--- config.mk ---
export PLATFORM = sky130hd
export DESIGN_NAME = line_status_monitor
export DESIGN_NICKNAME = d
export VERILOG_FILES = /design/src/rtl/lsm_pkg.sv /design/src/rtl/lsm_activity_detector.sv /design/src/rtl/lsm_status_snapshot.sv /design/src/rtl/line_status_monitor.sv
export SDC_FILE = /design/constraint.sdc
export NUM_CORES = 1
export LEC_CHECK = 0
export BUFFER_PORTS_ARGS = -buffer_cell sky130_fd_sc_hd__buf_2
export CORE_MARGIN = 3
export CORE_UTILIZATION = 46
export DETAILED_ROUTE_END_ITERATION = 12
export PLACE_DENSITY_LB_ADDON = 0.1
export SETUP_SLACK_MARGIN = 0.4
export SLEW_MARGIN = 30
export SYNTH_ARGS = -nofsm -noshare
export SYNTH_HDL_FRONTEND = slang
export SYNTH_HIERARCHICAL = 1
export SYNTH_SLANG_ARGS = --single-unit
--- constraint.sdc ---
create_clock -name clk -period 2.35 [get_ports clk]
set_input_delay 0.47 -clock clk [delete_from_list [all_inputs] [get_ports clk]]
set_output_delay 0.47 -clock clk [all_outputs]
set_load 0.02 [all_outputs]
--- src/rtl/lsm_pkg.sv ---
package lsm_pkg;
  typedef struct packed {
    logic       sync_act;
    logic       info_rx;
    logic       tx_info0;
    logic       tx_info1;
    logic [1:0] rsvd;
    logic [1:0] link_state;
  } status_t;
endpackage

--- src/rtl/lsm_activity_detector.sv ---
module lsm_activity_detector #(
  parameter int WIN_BITS    = 48,
  parameter int ZERO_THRESH = 3,
  parameter int ONES_CLEAR  = 128
) (
  input  logic clk,
  input  logic rst_n,
  input  logic strobe_i,
  input  logic bit_i,
  output logic active_o
);
  localparam int CW = $clog2(WIN_BITS + 1);
  localparam int RW = $clog2(ONES_CLEAR + 1);

  logic [WIN_BITS-1:0] win_q, win_d;
  logic [CW-1:0]       zcnt_q, zcnt_d;
  logic [RW-1:0]       run_q, run_d;
  logic                active_q, active_d;
  logic                is_zero;

  assign is_zero = ~bit_i;

  always_comb begin
    win_d    = win_q;
    zcnt_d   = zcnt_q;
    run_d    = run_q;
    active_d = active_q;
    if (strobe_i) begin
      win_d  = {win_q[WIN_BITS-2:0], is_zero};
      zcnt_d = zcnt_q + CW'(is_zero) - CW'(win_q[WIN_BITS-1]);
      if (is_zero)
        run_d = '0;
      else if (run_q != RW'(ONES_CLEAR))
        run_d = run_q + RW'(1);
      if (zcnt_d >= CW'(ZERO_THRESH))
        active_d = 1'b1;
      else if (run_d == RW'(ONES_CLEAR))
        active_d = 1'b0;
    end
  end

  always_ff @(posedge clk or negedge rst_n) begin
    if (!rst_n) begin
      win_q    <= '0;
      zcnt_q   <= '0;
      run_q    <= '0;
      active_q <= 1'b0;
    end else if (strobe_i) begin
      win_q    <= win_d;
      zcnt_q   <= zcnt_d;
      run_q    <= run_d;
      active_q <= active_d;
    end
  end

  assign active_o = active_q;

  // the flag only rises right after a strobed zero
  a_r1_rise_on_zero: assert property (@(posedge clk) disable iff (!rst_n)
    $rose(active_q) |-> $past(strobe_i && !bit_i));
  // the zero count never exceeds the window length
  a_r1_count_bound: assert property (@(posedge clk) disable iff (!rst_n)
    zcnt_q <= CW'(WIN_BITS));
  // the flag only falls after a strobed one that completes the run
  a_r2_fall_on_run: assert property (@(posedge clk) disable iff (!rst_n)
    $fell(active_q) |-> ($past(strobe_i && bit_i) && $past(run_q) == RW'(ONES_CLEAR - 1)));
  // a strobed zero restarts the run
  a_r3_zero_restarts: assert property (@(posedge clk) disable iff (!rst_n)
    (strobe_i && !bit_i) |=> run_q == '0);
endmodule

--- src/rtl/lsm_status_snapshot.sv ---
module lsm_status_snapshot
  import lsm_pkg::*;
(
  input  logic       clk,
  input  logic       rst_n,
  input  logic       tick_i,
  input  logic       bus_active_i,
  input  logic       frame_locked_i,
  input  logic       act_req_i,
  input  logic       deact_req_i,
  input  logic       info_rx_i,
  input  logic       tx_info0_i,
  input  logic       tx_info1_i,
  input  logic       te_mode_i,
  input  logic [1:0] link_state_i,
  output status_t    status_o
);
  status_t snap_d, snap_q;
  logic    lock_view;

  assign lock_view = act_req_i & ~deact_req_i;

  always_comb begin
    snap_d            = snap_q;
    if (tick_i) begin
      snap_d.sync_act   = lock_view ? frame_locked_i : bus_active_i;
      snap_d.info_rx    = info_rx_i;
      snap_d.tx_info0   = tx_info0_i;
      snap_d.tx_info1   = tx_info1_i & te_mode_i;
      snap_d.rsvd       = 2'b00;
      snap_d.link_state = link_state_i;
    end
  end

  always_ff @(posedge clk or negedge rst_n) begin
    if (!rst_n)
      snap_q <= '0;
    else if (tick_i)
      snap_q <= snap_d;
  end

  assign status_o = snap_q;

  // lock view reported while activation requested without deactivation
  a_r5_lock_view: assert property (@(posedge clk) disable iff (!rst_n)
    (tick_i && act_req_i && !deact_req_i) |=> snap_q.sync_act == $past(frame_locked_i));
  // snapshot holds between ticks
  a_r6_hold: assert property (@(posedge clk) disable iff (!rst_n)
    !tick_i |=> $stable(snap_q));
  // INFO1 flag suppressed outside TE mode
  a_r9_info1_te_only: assert property (@(posedge clk) disable iff (!rst_n)
    (tick_i && !te_mode_i) |=> !snap_q.tx_info1);
  // reserved bits stay clear
  a_r10_rsvd_zero: assert property (@(posedge clk) disable iff (!rst_n)
    snap_q.rsvd == 2'b00);
endmodule

--- src/rtl/line_status_monitor.sv ---
module line_status_monitor
  import lsm_pkg::*;
#(
  parameter int WIN_BITS    = 48,
  parameter int ZERO_THRESH = 3,
  parameter int ONES_CLEAR  = 128
) (
  input  logic       clk,
  input  logic       rst_n,
  input  logic       rx_bit_i,
  input  logic       rx_strobe_i,
  input  logic       frame_tick_i,
  input  logic       frame_locked_i,
  input  logic       act_req_i,
  input  logic       deact_req_i,
  input  logic       info_rx_i,
  input  logic       tx_info0_i,
  input  logic       tx_info1_i,
  input  logic       te_mode_i,
  input  logic [1:0] link_state_i,
  output logic       bus_active_o,
  output logic [7:0] status_o
);
  logic    active;
  status_t snap;

  lsm_activity_detector #(
    .WIN_BITS   (WIN_BITS),
    .ZERO_THRESH(ZERO_THRESH),
    .ONES_CLEAR (ONES_CLEAR)
  ) u_act (
    .clk     (clk),
    .rst_n   (rst_n),
    .strobe_i(rx_strobe_i),
    .bit_i   (rx_bit_i),
    .active_o(active)
  );

  lsm_status_snapshot u_snap (
    .clk           (clk),
    .rst_n         (rst_n),
    .tick_i        (frame_tick_i),
    .bus_active_i  (active),
    .frame_locked_i(frame_locked_i),
    .act_req_i     (act_req_i),
    .deact_req_i   (deact_req_i),
    .info_rx_i     (info_rx_i),
    .tx_info0_i    (tx_info0_i),
    .tx_info1_i    (tx_info1_i),
    .te_mode_i     (te_mode_i),
    .link_state_i  (link_state_i),
    .status_o      (snap)
  );

  assign bus_active_o = active;
  assign status_o     = snap;
endmodule

==> flow_summary.ini <==
[route]
via_per_inst = 5.28
postRouteWirelength_mm = 4.85
vias = 1863
dr.pass1.iters = 4
postRouteAntennaNets = 0
drc_errors = 0
wl_per_cell_um = 13.7
drtIter0Drc = 81

[critical_path]
crit_arrival_ns = 2.29
r2r_setup_slack_ns = 0.27
path_buf_inv = 3
cp-end-kind = flip-flop
cpPeakStageDelay_ns = 0.52
path_delay_family = adder cells
slowest_stage = fa_2
crit_required_ns = 2.56
path_max_fanout = 3
start_kind = flip-flop
rr_startpoint = u_act/win_q[47]
r2r_cells = 9
timing.rr.end = u_act/active_o
path_class = flip-flop to flip-flop
crit_chain = ha_4 -> inv_2 -> ha_4 -> inv_2 -> fa_2 -> inv_1 -> a211o_1 -> o31ai_1 -> o21ai_1

[hold_path]
hold_path_class = input port to async pin

[timing]
finalHoldViolCount = 0
worst_clock_skew_ns = 0.00679
fmax_mhz = 481
fin_crit_sh_pct = 88.4
finalSetupViolCount = 0
rsz0062_at_grt = yes
drv_slew = 0
finalCriticalPeriod_ns = 2.08
tns_ns = 0

[clocking]
cts_setup_buffers = 0
path_clk_slew_ns = 0.07
clock_sinks = 69
numCtsBuffers = 9
cts_max_path_buffers = 2
cts_root_buffer = clkbuf_8
htreeDepth = 3
clk_latency_ns = 0.33
cts_tree = built
holdBufCountCts = 0

[power_and_ir_drop]
netSwitchingFraction_pct = 30.4
pwr-share-seq_pct = 45.7
p_per_area_nw_per_um2 = 1020
leakagePower_nw = 1.65
switchingPower_mw = 1.10
clockPowerShare_pct = 25.2
pwr-share-comb_pct = 29.0
fin_total_pwr_mw = 3.62
peakVddDrop_mv = 0.603
p_int_mw = 2.52

[placement]
gp_congestion = 0.758
portBuffers = 20
dpl_cell_area_um2 = 3350
dpl.hpwl_mm = 3.10

[yosys]
ys.flop_type = dfrtp_1
synth-async-reset-ratio_pct = 100
yosysSeqAreaShare_pct = 55.2
synthCells = 246
ys_ff_latch = 69
syn_avg_cell_area_um2 = 12.7
netlist_area_um2 = 3130
yosys.area.top_type = dfrtp_1
synth_area_leaders = dfrtp_1, mux2_2, ha_1
synth_edf_count = 0
synth_cell_type_count = 42
ys_warn_count = 6
yosysTopAreaCellShare_pct = 55.2

[grt]
gr-total-overflow = 0
grt_usage_pct = 14.2
grt_pass1_wl_mm = 8.47
grt_pass1_vias = 1812
grt_max_degree = 52
grt_antenna_before_repair = 0

[finish]
layout_commonest_cell = dfrtp_1
design_area_um2 = 3550
area_growth_syn_to_layout_pct = 13.7
final_cell_mix = dfrtp_1, mux2_2, buf_2, nand2_1, inv_1
drive_gt1_share_pct = 39.5
final_core_utilization_pct = 55.0
antennaDiodeCount = 0
num-nets-final = 294

[die]
dieArea_um2 = 7820
die_h_um = 88.4
start_util_pct = 48.4
std_cell_rows = 29
ios = 23
dieWidth_um = 88.4
core_region_area_um2 = 6460

[outcome]
status = finished, final reports clean

[job]
cap_violations = 0
[flip-flops by register name, summed over array words and instances, names as in the netlist]
| register | cells |
|---|---|
| u_act/run_q | 8 |
| u_act/zcnt_q | 6 |
| u_act/active_o | 1 |
| u_snap/status_o | 6 |
| u_act/win_q | 48 |
[stage by stage]
step	hold slack, ns	cells	setup slack (ns)
after floorplan	0.174	247	0.232
after global placement	0.452	337	0.0537
after detailed placement	0.457	337	0.0392
after CTS	0.0828	353	0.261
after global routing	0.0915	353	0.187
final	0.0807	353	0.272
[worst reg2reg max path: cells and delay by family, from the launching register on]
kind | cells | cell delay [ns]
AOI/OAI and AO/OA | 3 | 0.53
adders and majority gates | 3 | 0.87
buffers and inverters | 3 | 0.13
DFF | 1 | 0.41
[cells in the mapped netlist (all sizes together) (3+ instances only)]
cell type and count:
o21ai 16, xnor2 7, nand3 8, nand2 17
a21oi 5, ha 8, buf 5, inv 16
clkbuf 8, mux2 54, nor2 3, dfrtp 69
[worst max-delay path by stage]
stage,slack (ns),depth (start not counted),start,to
after floorplan,0.23,9,rx_bit_i,u_act/active_o
final,0.27,9,u_act/win_q[47],u_act/active_o
after CTS,0.26,9,u_act/win_q[47],u_act/active_o
after global placement,0.05,10,rx_bit_i,u_act/active_o
after global routing,0.19,9,u_act/win_q[47],u_act/active_o
after detailed placement,0.04,10,rx_bit_i,u_act/active_o
[metal layers]
metal	up-vias	share of wire, %	global-route usage (%)
met5	-	0	0
met4	0	0.89	5.36
met3	4	4.1	5.31
met2	24	47	20.7
met1	929	48	19.4
li1	906	-	-
[cells by family after synthesis]
group	share of synthesized area, %
and+or+nand+nor	7.29
adders and majority gates	3.84
DFF	55.2
AOI/OAI and AO/OA	7.37
buffers and inverters	3.96
other	0.120
muxes	19.9
xor gates and xnor gates	2.24
[power by group through the flow]
| stage | clock [mW] | sequential, mW | combinational [mW] |
|---|---|---|---|
| 2_1_floorplan | 0 | 1.65 | 0.828 |
| 3_3_place_gp | 0 | 1.68 | 1.01 |
| 3_5_place_dp | 0 | 1.68 | 1.03 |
| 4_1_cts | 0.945 | 1.66 | 1.04 |
| 5_1_grt | 1.01 | 1.70 | 1.18 |
| 6_report | 0.914 | 1.65 | 1.05 |
[area by class of cell]
class	instances	area, um^2
Fill cell	566	2910
Sequential cell	69	1730
Multi-Input combinational cell	149	1320
Clock buffer	12	165
Timing Repair Buffer	26	158
Tap cell	77	96.3
Inverter	16	60.1
Clock inverter	4	30.0
[timing repair]
| action | 4_1_cts | 5_1_grt |
|---|---|---|
| pin swaps | 4 | 3 |
| gates cloned | 0 | 0 |
| hold endpoints to repair | 0 | 0 |
| endpoints found under the setup margin | 3 | 3 |
| gates resized for setup | 1 | 4 |
(Power assumes the default switching activity.)
